`config.mk`:
```
export PLATFORM = sky130hd
export DESIGN_NAME = mdio_ctrl
export DESIGN_NICKNAME = d
export VERILOG_FILES = /design/src/rtl/mdio_pkg.sv /design/src/rtl/mdio_regs.sv /design/src/rtl/mdio_clkdiv.sv /design/src/rtl/mdio_shifter.sv /design/src/rtl/mdio_ctrl.sv
export SDC_FILE = /design/constraint.sdc
export NUM_CORES = 1
export LEC_CHECK = 0
export ABC_AREA = 1
export BUFFER_PORTS_ARGS = -buffer_cell sky130_fd_sc_hd__buf_2
export CORE_MARGIN = 3
export CORE_UTILIZATION = 50
export DETAILED_ROUTE_END_ITERATION = 12
export PLACE_DENSITY_LB_ADDON = 0.08
export SETUP_SLACK_MARGIN = 0.1
export SYNTH_ARGS = -nofsm -noshare
export SYNTH_HDL_FRONTEND = slang
export SYNTH_SLANG_ARGS = --single-unit
```
`constraint.sdc`:
```
create_clock -name clk -period 2 [get_ports clk]
set_input_delay 0.5 -clock clk [delete_from_list [all_inputs] [get_ports clk]]
set_output_delay 0.5 -clock clk [all_outputs]
set_load 0.01 [all_outputs]
```
`src/rtl/mdio_pkg.sv`:
```
// Shared constants and types for the management controller.
// Assumes a 16-bit register bus and the fixed clause-22 frame layout.
package mdio_pkg;
    typedef enum logic [1:0] {
        RA_CTRL = 2'd0,
        RA_CMD  = 2'd1,
        RA_DATA = 2'd2,
        RA_STAT = 2'd3
    } reg_addr_e;

    localparam int CMD_RD_BIT   = 15;
    localparam int CMD_WR_BIT   = 14;
    localparam int PHY_LSB      = 5;
    localparam int REG_LSB      = 0;
    localparam int FLD_W        = 5;
    localparam int CTL_DIV_LSB  = 9;
    localparam int CTL_SUPP_BIT = 8;
    localparam int PRE_LEN      = 32;
    localparam int BODY_LEN     = 32;
    localparam int DATA_W       = 16;

    typedef struct packed {
        logic             rd;
        logic             wr;
        logic [FLD_W-1:0] phy;
        logic [FLD_W-1:0] rg;
    } mdio_cmd_t;
endpackage

```
`src/rtl/mdio_regs.sv`:
```
// Register file: control, command, data and status.
// It accepts a command only when idle and at least one opcode bit is set.
// It assumes DW >= 16 and that the divisor field fits above bit 9.
module mdio_regs
    import mdio_pkg::*;
#(
    parameter int DW      = 16,
    parameter int DIV_W   = 7,
    parameter int DEF_DIV = 40
) (
    input  logic              clk,
    input  logic              rst_n,
    input  logic              we,
    input  logic [1:0]        addr,
    input  logic [DW-1:0]     wdata,
    output logic [DW-1:0]     rdata,
    input  logic              busy,
    input  logic              rd_done,
    input  logic [DATA_W-1:0] rd_data,
    output logic              start,
    output mdio_cmd_t         cmd_nxt,
    output logic [DATA_W-1:0] wr_data,
    output logic [DIV_W-1:0]  div_m1,
    output logic              supp
);
    localparam logic [DIV_W-1:0] DEF_M1 = DIV_W'(DEF_DIV - 1);

    logic [DIV_W-1:0]  div_q;
    logic              supp_q;
    mdio_cmd_t         cmd_q;
    logic [DATA_W-1:0] data_q;
    logic              cmd_wr;
    logic              unused_bits;

    assign unused_bits = ^{wdata[13:10], wdata[7:0]};

    // Decode the next command from the bus and decide whether it is accepted.
    always_comb begin
        cmd_nxt.rd  = wdata[CMD_RD_BIT];
        cmd_nxt.wr  = !wdata[CMD_RD_BIT];
        cmd_nxt.phy = wdata[PHY_LSB +: FLD_W];
        cmd_nxt.rg  = wdata[REG_LSB +: FLD_W];
        cmd_wr      = we && (addr == RA_CMD);
        start       = cmd_wr && !busy && (wdata[CMD_RD_BIT] || wdata[CMD_WR_BIT]);
    end

    // Register storage; read capture has priority over a software data write.
    always_ff @(posedge clk) begin
        if (!rst_n) begin
            div_q  <= DEF_M1;
            supp_q <= 1'b0;
            cmd_q  <= '0;
            data_q <= '0;
        end else begin
            if (we && addr == RA_CTRL) begin
                div_q  <= wdata[CTL_DIV_LSB +: DIV_W];
                supp_q <= wdata[CTL_SUPP_BIT];
            end
            if (start) cmd_q <= cmd_nxt;
            if (rd_done) data_q <= rd_data;
            else if (we && addr == RA_DATA) data_q <= wdata[DATA_W-1:0];
        end
    end

    // Read-back multiplexer.
    always_comb begin
        rdata = '0;
        case (addr)
            RA_CTRL: begin
                rdata[CTL_DIV_LSB +: DIV_W] = div_q;
                rdata[CTL_SUPP_BIT]         = supp_q;
            end
            RA_CMD: begin
                rdata[CMD_RD_BIT]            = cmd_q.rd;
                rdata[CMD_WR_BIT]            = cmd_q.wr;
                rdata[PHY_LSB +: FLD_W]      = cmd_q.phy;
                rdata[REG_LSB +: FLD_W]      = cmd_q.rg;
            end
            RA_DATA: rdata[DATA_W-1:0] = data_q;
            default: rdata[0] = busy;
        endcase
    end

    assign wr_data = data_q;
    assign div_m1  = div_q;
    assign supp    = supp_q;
endmodule

```
`src/rtl/mdio_clkdiv.sv`:
```
// MDC generator. It latches the divisor at frame start (0 is clamped to 1)
// and runs only while a frame is active. It gives one-cycle strobes for the
// rising and falling MDC edges; MDC is low when idle.
module mdio_clkdiv #(
    parameter int DIV_W = 7
) (
    input  logic             clk,
    input  logic             rst_n,
    input  logic             start,
    input  logic             run,
    input  logic [DIV_W-1:0] div_m1,
    output logic             rise_stb,
    output logic             fall_stb,
    output logic             mdc
);
    logic [DIV_W-1:0] lim_q;
    logic [DIV_W-1:0] cnt_q;
    logic             mdc_q;

    // Edge strobes placed at mid-period and end of period.
    always_comb begin
        rise_stb = run && (cnt_q == (lim_q >> 1));
        fall_stb = run && (cnt_q == lim_q);
    end

    // Divisor latch and period counter.
    always_ff @(posedge clk) begin
        if (!rst_n) begin
            lim_q <= DIV_W'(1);
            cnt_q <= '0;
        end else begin
            if (start) lim_q <= (div_m1 == '0) ? DIV_W'(1) : div_m1;
            if (!run || cnt_q == lim_q) cnt_q <= '0;
            else                        cnt_q <= cnt_q + 1'b1;
        end
    end

    // MDC level follows the strobes.
    always_ff @(posedge clk) begin
        if (!rst_n || !run) mdc_q <= 1'b0;
        else if (fall_stb)  mdc_q <= 1'b0;
        else if (rise_stb)  mdc_q <= 1'b1;
    end

    assign mdc = mdc_q;
endmodule

```
`src/rtl/mdio_shifter.sv`:
```
// Frame shifter. It latches the frame at start and advances one bit on each
// MDC falling strobe. For a read it releases the line from turnaround and
// samples data on rising strobes. It assumes start never arrives while busy.
module mdio_shifter
    import mdio_pkg::*;
(
    input  logic              clk,
    input  logic              rst_n,
    input  logic              start,
    input  mdio_cmd_t         cmd_in,
    input  logic [DATA_W-1:0] wr_data,
    input  logic              supp_in,
    input  logic              rise_stb,
    input  logic              fall_stb,
    input  logic              mdio_i,
    output logic              busy,
    output logic              mdio_o,
    output logic              mdio_oe,
    output logic              rd_done,
    output logic [DATA_W-1:0] rd_data
);
    localparam int IDX_W = $clog2(PRE_LEN + BODY_LEN);
    localparam logic [IDX_W-1:0] TA_IDX    = IDX_W'(14);
    localparam logic [IDX_W-1:0] DAT_IDX   = IDX_W'(16);
    localparam logic [IDX_W-1:0] PRE_IDX   = IDX_W'(PRE_LEN);
    localparam logic [IDX_W-1:0] LAST_SUPP = IDX_W'(BODY_LEN - 1);
    localparam logic [IDX_W-1:0] LAST_FULL = IDX_W'(PRE_LEN + BODY_LEN - 1);

    logic                busy_q, rd_q, supp_q;
    logic [BODY_LEN-1:0] frame_q;
    logic [IDX_W-1:0]    idx_q;
    logic [DATA_W-1:0]   rx_q;
    logic                in_pre, last, released, cur_bit;
    logic [IDX_W-1:0]    body_j;
    logic [4:0]          jb;

    // Position decode within the frame.
    always_comb begin
        in_pre   = !supp_q && (idx_q < PRE_IDX);
        body_j   = supp_q ? idx_q : idx_q - PRE_IDX;
        jb       = body_j[4:0];
        last     = idx_q == (supp_q ? LAST_SUPP : LAST_FULL);
        cur_bit  = in_pre ? 1'b1 : frame_q[~jb];
        released = rd_q && !in_pre && (body_j >= TA_IDX);
    end

    // Pad-side outputs and read completion.
    always_comb begin
        mdio_o  = busy_q ? cur_bit : 1'b1;
        mdio_oe = busy_q && !released;
        rd_done = busy_q && fall_stb && last && rd_q;
        rd_data = rx_q;
        busy    = busy_q;
    end

    // Frame sequencing and read data capture.
    always_ff @(posedge clk) begin
        if (!rst_n) begin
            busy_q  <= 1'b0;
            rd_q    <= 1'b0;
            supp_q  <= 1'b0;
            frame_q <= '0;
            idx_q   <= '0;
            rx_q    <= '0;
        end else if (start) begin
            busy_q  <= 1'b1;
            rd_q    <= cmd_in.rd;
            supp_q  <= supp_in;
            idx_q   <= '0;
            rx_q    <= '0;
            frame_q <= {2'b01, (cmd_in.rd ? 2'b10 : 2'b01), cmd_in.phy, cmd_in.rg,
                        (cmd_in.rd ? 2'b11 : 2'b10),
                        (cmd_in.rd ? {DATA_W{1'b0}} : wr_data)};
        end else if (busy_q) begin
            if (fall_stb) begin
                if (last) busy_q <= 1'b0;
                else      idx_q  <= idx_q + 1'b1;
            end
            if (rise_stb && rd_q && !in_pre && body_j >= DAT_IDX)
                rx_q <= {rx_q[DATA_W-2:0], mdio_i};
        end
    end
endmodule

```
`src/rtl/mdio_ctrl.sv`:
```
// Top of the management controller: register file, MDC divider and frame
// shifter. The data line is split into value, enable and input.
module mdio_ctrl
    import mdio_pkg::*;
#(
    parameter int DW      = 16,
    parameter int DIV_W   = 7,
    parameter int DEF_DIV = 40
) (
    input  logic          clk,
    input  logic          rst_n,
    input  logic          reg_we,
    input  logic [1:0]    reg_addr,
    input  logic [DW-1:0] reg_wdata,
    output logic [DW-1:0] reg_rdata,
    output logic          mdc,
    output logic          mdio_o,
    output logic          mdio_oe,
    input  logic          mdio_i
);
    logic              busy, start, rd_done, supp, rise_stb, fall_stb;
    mdio_cmd_t         cmd_nxt;
    logic [DATA_W-1:0] wr_data, rd_data;
    logic [DIV_W-1:0]  div_m1;

    mdio_regs #(.DW(DW), .DIV_W(DIV_W), .DEF_DIV(DEF_DIV)) u_regs (
        .clk(clk), .rst_n(rst_n), .we(reg_we), .addr(reg_addr),
        .wdata(reg_wdata), .rdata(reg_rdata), .busy(busy),
        .rd_done(rd_done), .rd_data(rd_data), .start(start),
        .cmd_nxt(cmd_nxt), .wr_data(wr_data), .div_m1(div_m1), .supp(supp)
    );

    mdio_clkdiv #(.DIV_W(DIV_W)) u_div (
        .clk(clk), .rst_n(rst_n), .start(start), .run(busy),
        .div_m1(div_m1), .rise_stb(rise_stb), .fall_stb(fall_stb), .mdc(mdc)
    );

    mdio_shifter u_shift (
        .clk(clk), .rst_n(rst_n), .start(start), .cmd_in(cmd_nxt),
        .wr_data(wr_data), .supp_in(supp), .rise_stb(rise_stb),
        .fall_stb(fall_stb), .mdio_i(mdio_i), .busy(busy), .mdio_o(mdio_o),
        .mdio_oe(mdio_oe), .rd_done(rd_done), .rd_data(rd_data)
    );
endmodule

```
==> impl_results.md <==
- Status: finished, violations left
- Violated checks: setup timing
- Layout cells sized above 1: 22.0%
- First-pass GRT wire length: 20600 µm
- Crit path time final: approximately 2200 ps
- Final ANT Viol Nets: 0
- CTS buffer count: 9
- Final routed DRC violation total: 0
- Setup TNS: -378 ps
- H-tree lvl count: 3
- Gate power share: 9.3%
- Total die area: 10300 µm²
- Fillers: 827
- Critical path class: flip-flop to output port
- Final Slew Violations: 0
- CP Data Arrival Time: about 1700 ps
- Startpoint Class: flip-flop
- Iter 0 DRT Violations: ~240
- Post-synth net total: about 660
- Via/cell ratio: 5.47
- Critical Path RT: ~1500 ps
- Initial core utilization: around half
- Unique masters post-synth: 39
- Worst vdd ir: between 0.0004 and 0.0005 V
- Synth Area per Inst: 7.25 µm²
- Sequential power share: 53.7%
- Die W: 101 µm
- Number of global-route vias before repair: 4232
- FFs w/ async S/R, synth: 0%
- Synthesized area: 4550 µm²
- Post-route setup slack: -220 ps
- Hold WS: approximately 350 ps
- Crit. End Element: output port
- Core ar.: ~8800 µm²
- Final GP Congestion: 0.963
- Antenna violations before repair: 0
- CTS clock-pin slew for the worst setup and hold paths: 100 ps
- Final period util: 111%
- RSZ-0062 raised after global routing: true
- FF+latch count, synth: 92
- Synth warn: 0
- Register area share after synthesis: 40.4%
- DIE HEIGHT: slightly above 100 µm
- Area grow syn2layout: 18.2%
- GRT overflow: 0
- Mapped Cells: roughly 630
- Place WS: -8.03 ps
- Final HPWL DP: around 9000 µm
- Clock power share: 37.0%
- CP max FO: 8
- MaxCap Viol Count: 0
- Relative slew slack: 78.2%
- Least-Margin Pin Slew: between 300 and 400 ps
- Share of the synthesized area in the top cell type: between 40% and 50%
- Max Clk Rate: 0.450 GHz
- Site Rows: 34
- Largest net degree at the start of global routing: 35
- Int Pwr: 2.60 mW
- CTS tree: done
- Sink Count: 92
- Clock buffer depth: 2
- Hold WC Path Type: input port to flip-flop
- Static Leak: between 2 and 2.5 nW
- Switch Pwr: 0.920 mW
- Skew final: 11.5 ps
- Final hold vios: 0
- Total track usage: 25.3%
- DR pass1 iterations: 5
- Net Sw Frac: 26.2%
- Predominant post-synthesis flop cell: dfxtp_1
- N_diodes: 0
- I/O Buffers: 40
- Top-Level Pins: 41
- Post-synth top area cell: dfxtp_1
- Final setup violating endpoints: 2
- Synth top cells by count: 157 x nand2_1, 92 x dfxtp_1, 76 x inv_1
- Ranking of synthesized cells by area: dfxtp_1 40%, nand2_1 13%, inv_1 6.3%, o21ai_0 4.4%, nand3_1 4.1%
- Cell at the root of the clock tree: clkbuf_8
- Via count: 4346
- PD cells: between 600 and 700 nW/µm²
- Routed length per instance: 16.0 µm
- Number of synthesized flops with an enable pin: 0
- Most common cell in the netlist: nand2_1
- Nets: 712
- Worst-Skew Late Latency: around 370 ps
- Total routed wirelength: approximately 13000 µm
[layer usage]
layer / GRT usage (%) / wire (µm)
met1: 35.3 / 6240
met2: 39.8 / 5820
met3: 3.72 / 395
met4: 9.30 / 233
met5: 0 / 0
[stage by stage]
stage | power (mW) | utilization (%) | area [µm²] | instances
global route | 3.64 | 61.1 | 5380 | 795
global placement | 2.22 | 56.1 | 4940 | 772
floorplan | 2.10 | - | 4550 | 628
detailed placement | 2.22 | 56.1 | 4940 | 772
CTS | 3.52 | 60.0 | 5290 | 793
finish | 3.52 | 61.1 | 5380 | 795
[critical path, stage by stage (launching register included)]
cell,delay [ps]
dfxtp_4,380
clkinvlp_4,180
buf_6,190
nor2_2,80
o21ai_1,80
nand2_1,70
nand3_1,80
nand4_1,80
nand3_1,70
buf_2,140
[sequential cells by signal (all words and copies together) (netlist names)]
| name | count |
|---|---|
| u_regs.wr_data | 16 |
| u_div.lim_q | 7 |
| u_shift.rd_data | 16 |
| u_regs.cmd_q | 8 |
| u_shift.idx_q | 6 |
| u_shift.busy | 1 |
| u_regs.supp | 1 |
| u_shift.supp_q | 1 |
| u_div.mdc | 1 |
| u_shift.frame_q | 21 |
| u_regs.div_m1 | 7 |
| u_div.cnt_q | 7 |
[layout make-up]
cell class              count  area (µm²)  area share (%)
clock buffers              10         138            2.56
well taps                 108         135            2.51
clock inverters             6        62.6            1.16
inverters                  84         325            6.04
repair buffers             70         493            9.16
multi-input cells         425        2380            44.3
flip-flops and latches     92        1850            34.3
[placed cells by master, fill, tap and decap left out, types with 8 or more instances in the layout]
| cell type | n |
|---|---|
| a211oi_1 | 17 |
| a21oi_1 | 27 |
| a21oi_2 | 17 |
| buf_2 | 38 |
| buf_4 | 21 |
| buf_6 | 8 |
| clkbuf_8 | 10 |
| dfxtp_1 | 90 |
| inv_1 | 70 |
| inv_2 | 10 |
| nand2_1 | 154 |
| nand3_1 | 37 |
| nand4_1 | 18 |
| nor2_1 | 36 |
| o211ai_1 | 8 |
| o21ai_0 | 33 |
| o21ai_1 | 8 |
| o22ai_1 | 12 |
[cell families (layout without fill, tap and decap cells)]
family / after synthesis / after routing / synth area share, %
and+or+nand+nor: 275 / 277 / 27.5
adders and majority gates: 8 / 8 / 2.20
AOI/OAI and AO/OA: 134 / 134 / 18.2
DFF: 92 / 92 / 40.4
buffers and inverters: 113 / 170 / 10.5
xor gates and xnor gates: 6 / 6 / 1.15
[path summary, 6_finish.rpt]
path	from	slack [ps]	cells after the start	endpoint
setup / recovery	u_shift.idx_q[0]	-220	9	mdio_o
hold reg to reg	u_shift.frame_q[7]	460	2	u_shift.frame_q[7]
hold / removal	reg_wdata[0]	350	3	u_regs.cmd_q[0]
setup reg to reg	u_shift.idx_q[1]	190	8	u_regs.wr_data[13]
[timing repair]
| item | in CTS | in global routing |
|---|---|---|
| setup endpoints to repair | 34 | 28 |
| setup buffers | 4 | 1 |
| resized for setup | 35 | 22 |
| gates cloned | 1 | 1 |
| hold buffers | 0 | 0 |
| pin swaps | 7 | 10 |
[power by group through the flow]
stage / Combinational [mW] / Sequential [mW] / Clock [mW]
5_1_grt: 0.357 / 1.89 / 1.39
3_5_place_dp: 0.294 / 1.93 / 0
6_report: 0.328 / 1.89 / 1.30
2_1_floorplan: 0.176 / 1.92 / 0
3_3_place_gp: 0.290 / 1.93 / 0
4_1_cts: 0.311 / 1.89 / 1.32
Power figures use the tool's default switching activity.
